===== config.mk =====
export PLATFORM = sky130hd
export DESIGN_NAME = strap_freq_ctrl
export DESIGN_NICKNAME = d
export VERILOG_FILES = /design/src/rtl/strap_freq_pkg.sv /design/src/rtl/strap_capture.sv /design/src/rtl/freq_code_sel.sv /design/src/rtl/domain_rate_map.sv /design/src/rtl/strap_freq_ctrl.sv
export SDC_FILE = /design/constraint.sdc
export NUM_CORES = 1
export LEC_CHECK = 0
export BUFFER_PORTS_ARGS = -buffer_cell sky130_fd_sc_hd__buf_2
export CAP_MARGIN = 30
export CORE_MARGIN = 1.5
export CORE_UTILIZATION = 34
export DETAILED_ROUTE_END_ITERATION = 10
export PLACE_DENSITY = 0.87
export SETUP_SLACK_MARGIN = 0.2
export SLEW_MARGIN = 0
export SYNTH_ARGS = -nofsm -noshare
export SYNTH_HDL_FRONTEND = slang
export SYNTH_SLANG_ARGS = --single-unit

===== constraint.sdc =====
create_clock -name clk -period 1.8 [get_ports clk]
set_input_delay 0.18 -clock clk [delete_from_list [all_inputs] [get_ports clk]]
set_output_delay 0.18 -clock clk [all_outputs]
set_load 0.02 [all_outputs]

===== src/rtl/strap_freq_pkg.sv =====
// Package: shared strap layout and the rate lookup functions.
// Assumes rates are expressed in 10 kHz units and fit in 16 bits.
package strap_freq_pkg;
    localparam int STRAP_W = 6;
    localparam int CODE_W  = 3;

    typedef struct packed {
        logic             cpu_low_volt;
        logic             desktop;
        logic             sd_follow_cpu;
        logic [CODE_W-1:0] code;
    } strap_t;

    // CPU clock rate for a rate code, 10 kHz units
    function automatic int cpu_rate_of(input logic [CODE_W-1:0] c);
        case (c)
            3'd7:    return 10000;
            3'd6:    return 9525;
            3'd5:    return 8330;
            3'd4:    return 7500;
            3'd3:    return 7500;
            3'd2:    return 6850;
            3'd1:    return 6680;
            default: return 6000;
        endcase
    endfunction

    // PCI clock rate for a rate code, 10 kHz units
    function automatic int pci_rate_of(input logic [CODE_W-1:0] c);
        case (c)
            3'd7:    return 3330;
            3'd6:    return 3175;
            3'd5:    return 3330;
            3'd4:    return 3000;
            3'd3:    return 3750;
            3'd2:    return 3425;
            3'd1:    return 3340;
            default: return 3000;
        endcase
    endfunction
endpackage


===== src/rtl/strap_capture.sv =====
// Strap capture: tracks the pins during reset, freezes them at release and
// enables the pin outputs from then on. Assumes rst_n is synchronous.
module strap_capture #(
    parameter int W = 6
) (
    input  logic         clk,
    input  logic         rst_n,
    input  logic [W-1:0] pin_i,
    output logic [W-1:0] held_o,
    output logic [W-1:0] oe_o,
    output logic         done_o
);
    // Sample pins while in reset, hold them afterwards
    always_ff @(posedge clk) begin
        if (!rst_n) begin
            held_o <= pin_i;
            done_o <= 1'b0;
        end else begin
            done_o <= 1'b1;
        end
    end

    // One output enable flop per shared pin
    for (genvar i = 0; i < W; i++) begin : g_oe
        // Enable is off in reset, on after release
        always_ff @(posedge clk) begin
            if (!rst_n) oe_o[i] <= 1'b0;
            else        oe_o[i] <= 1'b1;
        end
    end
endmodule


===== src/rtl/freq_code_sel.sv =====
// Rate code selector: chooses between the captured code and software code.
// Purely combinational.
module freq_code_sel #(
    parameter int CW = 3
) (
    input  logic          sw_sel_i,
    input  logic [CW-1:0] sw_code_i,
    input  logic [CW-1:0] strap_code_i,
    output logic [CW-1:0] code_o
);
    // Software override wins when selected
    always_comb code_o = sw_sel_i ? sw_code_i : strap_code_i;
endmodule


===== src/rtl/domain_rate_map.sv =====
// Domain rate map: turns a rate code into the per-domain nominal rates.
// Assumes RATE_W is wide enough for 2x the largest PCI rate.
module domain_rate_map
    import strap_freq_pkg::*;
#(
    parameter int RATE_W = 16
) (
    input  logic [CODE_W-1:0] code_i,
    input  logic              sd_follow_cpu_i,
    output logic [RATE_W-1:0] cpu_o,
    output logic [RATE_W-1:0] pci_o,
    output logic [RATE_W-1:0] agp_o,
    output logic [RATE_W-1:0] sdram_o
);
    // Table lookup and derived AGP / SDRAM rates
    always_comb begin
        cpu_o   = RATE_W'(cpu_rate_of(code_i));
        pci_o   = RATE_W'(pci_rate_of(code_i));
        agp_o   = RATE_W'(2 * pci_rate_of(code_i));
        sdram_o = sd_follow_cpu_i ? cpu_o : agp_o;
    end
endmodule


===== src/rtl/strap_freq_ctrl.sv =====
// Top: power-on strap capture and clock rate selector.
// Assumes rst_n is low from power-up until the straps are settled.
module strap_freq_ctrl
    import strap_freq_pkg::*;
#(
    parameter int RATE_W = 16
) (
    input  logic               clk,
    input  logic               rst_n,
    input  logic [STRAP_W-1:0] strap_pin_i,
    input  logic               reg_sw_sel_i,
    input  logic [CODE_W-1:0]  reg_sw_code_i,
    output logic [STRAP_W-1:0] strap_pin_oe_o,
    output logic [STRAP_W-1:0] straps_o,
    output logic               capture_done_o,
    output logic [CODE_W-1:0]  active_code_o,
    output logic               sdram_follow_cpu_o,
    output logic               desktop_mode_o,
    output logic [1:0]         dual_pin_oe_o,
    output logic               stop_inputs_en_o,
    output logic               cpu_low_volt_o,
    output logic [RATE_W-1:0]  cpu_rate_o,
    output logic [RATE_W-1:0]  pci_rate_o,
    output logic [RATE_W-1:0]  agp_rate_o,
    output logic [RATE_W-1:0]  sdram_rate_o
);
    strap_t held;

    strap_capture #(.W(STRAP_W)) u_cap (
        .clk    (clk),
        .rst_n  (rst_n),
        .pin_i  (strap_pin_i),
        .held_o (held),
        .oe_o   (strap_pin_oe_o),
        .done_o (capture_done_o)
    );

    freq_code_sel #(.CW(CODE_W)) u_sel (
        .sw_sel_i     (reg_sw_sel_i),
        .sw_code_i    (reg_sw_code_i),
        .strap_code_i (held.code),
        .code_o       (active_code_o)
    );

    domain_rate_map #(.RATE_W(RATE_W)) u_map (
        .code_i          (active_code_o),
        .sd_follow_cpu_i (held.sd_follow_cpu),
        .cpu_o           (cpu_rate_o),
        .pci_o           (pci_rate_o),
        .agp_o           (agp_rate_o),
        .sdram_o         (sdram_rate_o)
    );

    // Per-domain control levels derived from the captured straps
    always_comb begin
        straps_o           = held;
        sdram_follow_cpu_o = held.sd_follow_cpu;
        desktop_mode_o     = held.desktop;
        cpu_low_volt_o     = held.cpu_low_volt;
        dual_pin_oe_o      = {2{capture_done_o & held.desktop}};
        stop_inputs_en_o   = capture_done_o & ~held.desktop;
    end
endmodule


==> metrics.cfg <==
[setup_path]
worstPathRequired_ps = 1620
slowest_stage = edfxtp_1
crit_start = u_cap.held_o[0]
cp_common_cell = buf_6
crit_path_cell_trace = buf_6 > mux2i_4 > inv_2 > buf_6 > a22o_4 > buf_6
cpPeakStageDelay_ps = 400
crit_arrival_ps = 1640
start_kind = register
critical_path_class = reg2out
crit_fanout = 6
crit_path_end_kind = output pin

[placement]
dp_cells = 208
place_congestion = 0.8010
dp_slack_ps = -33.95
hpwl_mm = 1.895
port_buffers = 83

[floorplan]
die_area_mm2 = 0.002975
coreArea_mm2 = 0.002500
num_rows = 18
start_util_pct = 36.14
die-height_um = 54.55
die_width_um = 54.55
io_pins = 98

[logic_synthesis]
synth_area_leaders = buf_4, edfxtp_1, nor2_1, o21ai_0, mux2i_1
synth_cell_types = 27
synthArstFlopShare_pct = 0
yosysTopAreaCellShare_pct = 36.57
syn_area_um2 = 903.4
syn-instance-count = 119
yosysSeqAreaShare_pct = 22.16
synth_warnings = 0
yosys-top-cells-count = buf_4, nor2_1, nand2_1
yosysMostFrequentCell = buf_4
synth_seq_cells = 7
syn_area_per_cell_um2 = 7.591
synth_edf_count = 6
synth_top_flop_cell = edfxtp_1
yosysTopAreaCell = buf_4

[cells_and_area]
syn2layout_area_growth_pct = 85.18
drive_gt1_share_pct = 74.23
num_antenna_cells = 0
stdcell_count = 224
fin_util_pct = 66.92
nets = 207

[timing]
slew_viol_final = 0
finalSetupViolCount = 4
hold_ws_ps = 48.50
timing.fmax_mhz = 550.2
fin_crit_sh_pct = 101.0
rsz0062_at_grt = true
finalHoldViolCount = 0
layout_setup_ws_ps = -17.43
setup_tns_ps = -58.43
period_minus_slack_ps = 1817

[cts]
cts-root-buf = clkbuf_4
cts.clk_slew.worst_paths_ps = 50
cts_buffers = 3
cts_tree = built
clk_path_buf_depth = 2
cts_hold_buf = 0
cts.sinks = 7
cts_htree_levels = 1

[status]
violations = setup timing
status = finished with violations

[routing]
drt_iter0_markers = 12
ant_nets = 0
wl_per_cell_um = 12.37
drc = 0
first_pass_iters = 4
viasPerCell = 4.500
wirelength_mm = 2.771
vias = 1008

[min_path]
holdPathEnd = u_cap.done_o
worstHoldPathCells = 1
hp-start = rst_n
hold_path.class = in2reg

[power_and_ir_drop]
power.leakage_uw = 0.0008542
powerDensity_mw_per_mm2 = 720.5
ir_worst_vdd_uv = 556.9

[global_routing]
grt_pass1_vias = 868
grt_pass1_wl_mm = 3.815
grt.overflow.total = 0
grt_use_total_pct = 17.72
grt_max_degree = 11
antenna_found_initial = 0

[job]
maxCapViolCount = 0

## area by class of cell
class | instances | area (um^2)
fillers | 217 | 827.0
repair buffers | 105 | 762.0
multi-input cells | 71 | 608.1
flip-flops and latches | 7 | 200.2
inverters | 7 | 38.79
well taps | 30 | 37.54
clock buffers | 4 | 26.28
## flip-flops by register name, summed over array words and instances (netlist names)
register / flops
u_cap.done_o: 1
u_cap.held_o: 6
## cells by family after synthesis
kind of cell | share of synthesized area (%)
flops | 22.16
xor+xnor | 1.939
buf+inv | 40.58
other cells | 0.8313
mux | 6.372
compound gates | 12.61
simple gates | 15.51
## critical path, delay by kind of cell (launching register included)
kind | cells | cell delay [ps]
buffers and inverters | 4 | 540
AOI/OAI and AO/OA | 1 | 250
muxes | 1 | 200
DFF | 1 | 400
## per-layer routing
| layer | vias to the layer above | GRT usage, % | share of wire (%) |
|---|---|---|---|
| li1 | 485 | - | - |
| met1 | 468 | 18.26 | 37 |
| met2 | 55 | 34.94 | 57 |
| met3 | 0 | 3.552 | 6.5 |
| met4 | 0 | 5.833 | 0 |
| met5 | - | 0 | 0 |
## cells in the final DEF, fill, tap and decap left out, types with 2 or more instances in the layout
cell type,n
nand2_1,3
inv_1,2
nor2_4,3
nor2_2,2
buf_2,53
a21oi_2,2
nand3_1,2
nand2b_1,2
clkbuf_4,3
conb_1,14
inv_2,2
o21ai_2,3
nand2_2,2
nor2_1,8
nand2_4,3
o21ai_1,3
inv_6,2
buf_4,26
edfxtp_1,6
buf_6,25
mux2i_4,4
## worst max path at each step
stage	end	slack (ps)	cells past startpoint
after global routing	cpu_rate_o[9]	-70	7
after detailed placement	sdram_rate_o[2]	-30	6
final	cpu_rate_o[1]	-20	6
after CTS	sdram_rate_o[2]	-10	4
after global placement	sdram_rate_o[2]	60	5
after floorplan	sdram_rate_o[7]	40	6
## power breakdown
| part | internal [uW] | switching [uW] |
|---|---|---|
| sequential | 191 | 11.9 |
| combinational | 358 | 509 |
| clock | 84.2 | 51.3 |
## timing repair
action                     4_1_cts  5_1_grt
setup buffers                    9        3
pin swaps                        2        5
hold endpoints to repair         0        0
setup endpoints to repair       50       51
resized for setup               56       25
## stage by stage
step / area (um^2) / total power (uW)
2_1_floorplan: 1117 / 779.6
3_3_place_gp: 1276 / 874.0
3_5_place_dp: 1276 / 880.4
4_1_cts: 1549 / 1142
5_1_grt: 1673 / 1272
6_report: 1673 / 1205
(Power assumes the default switching activity.)
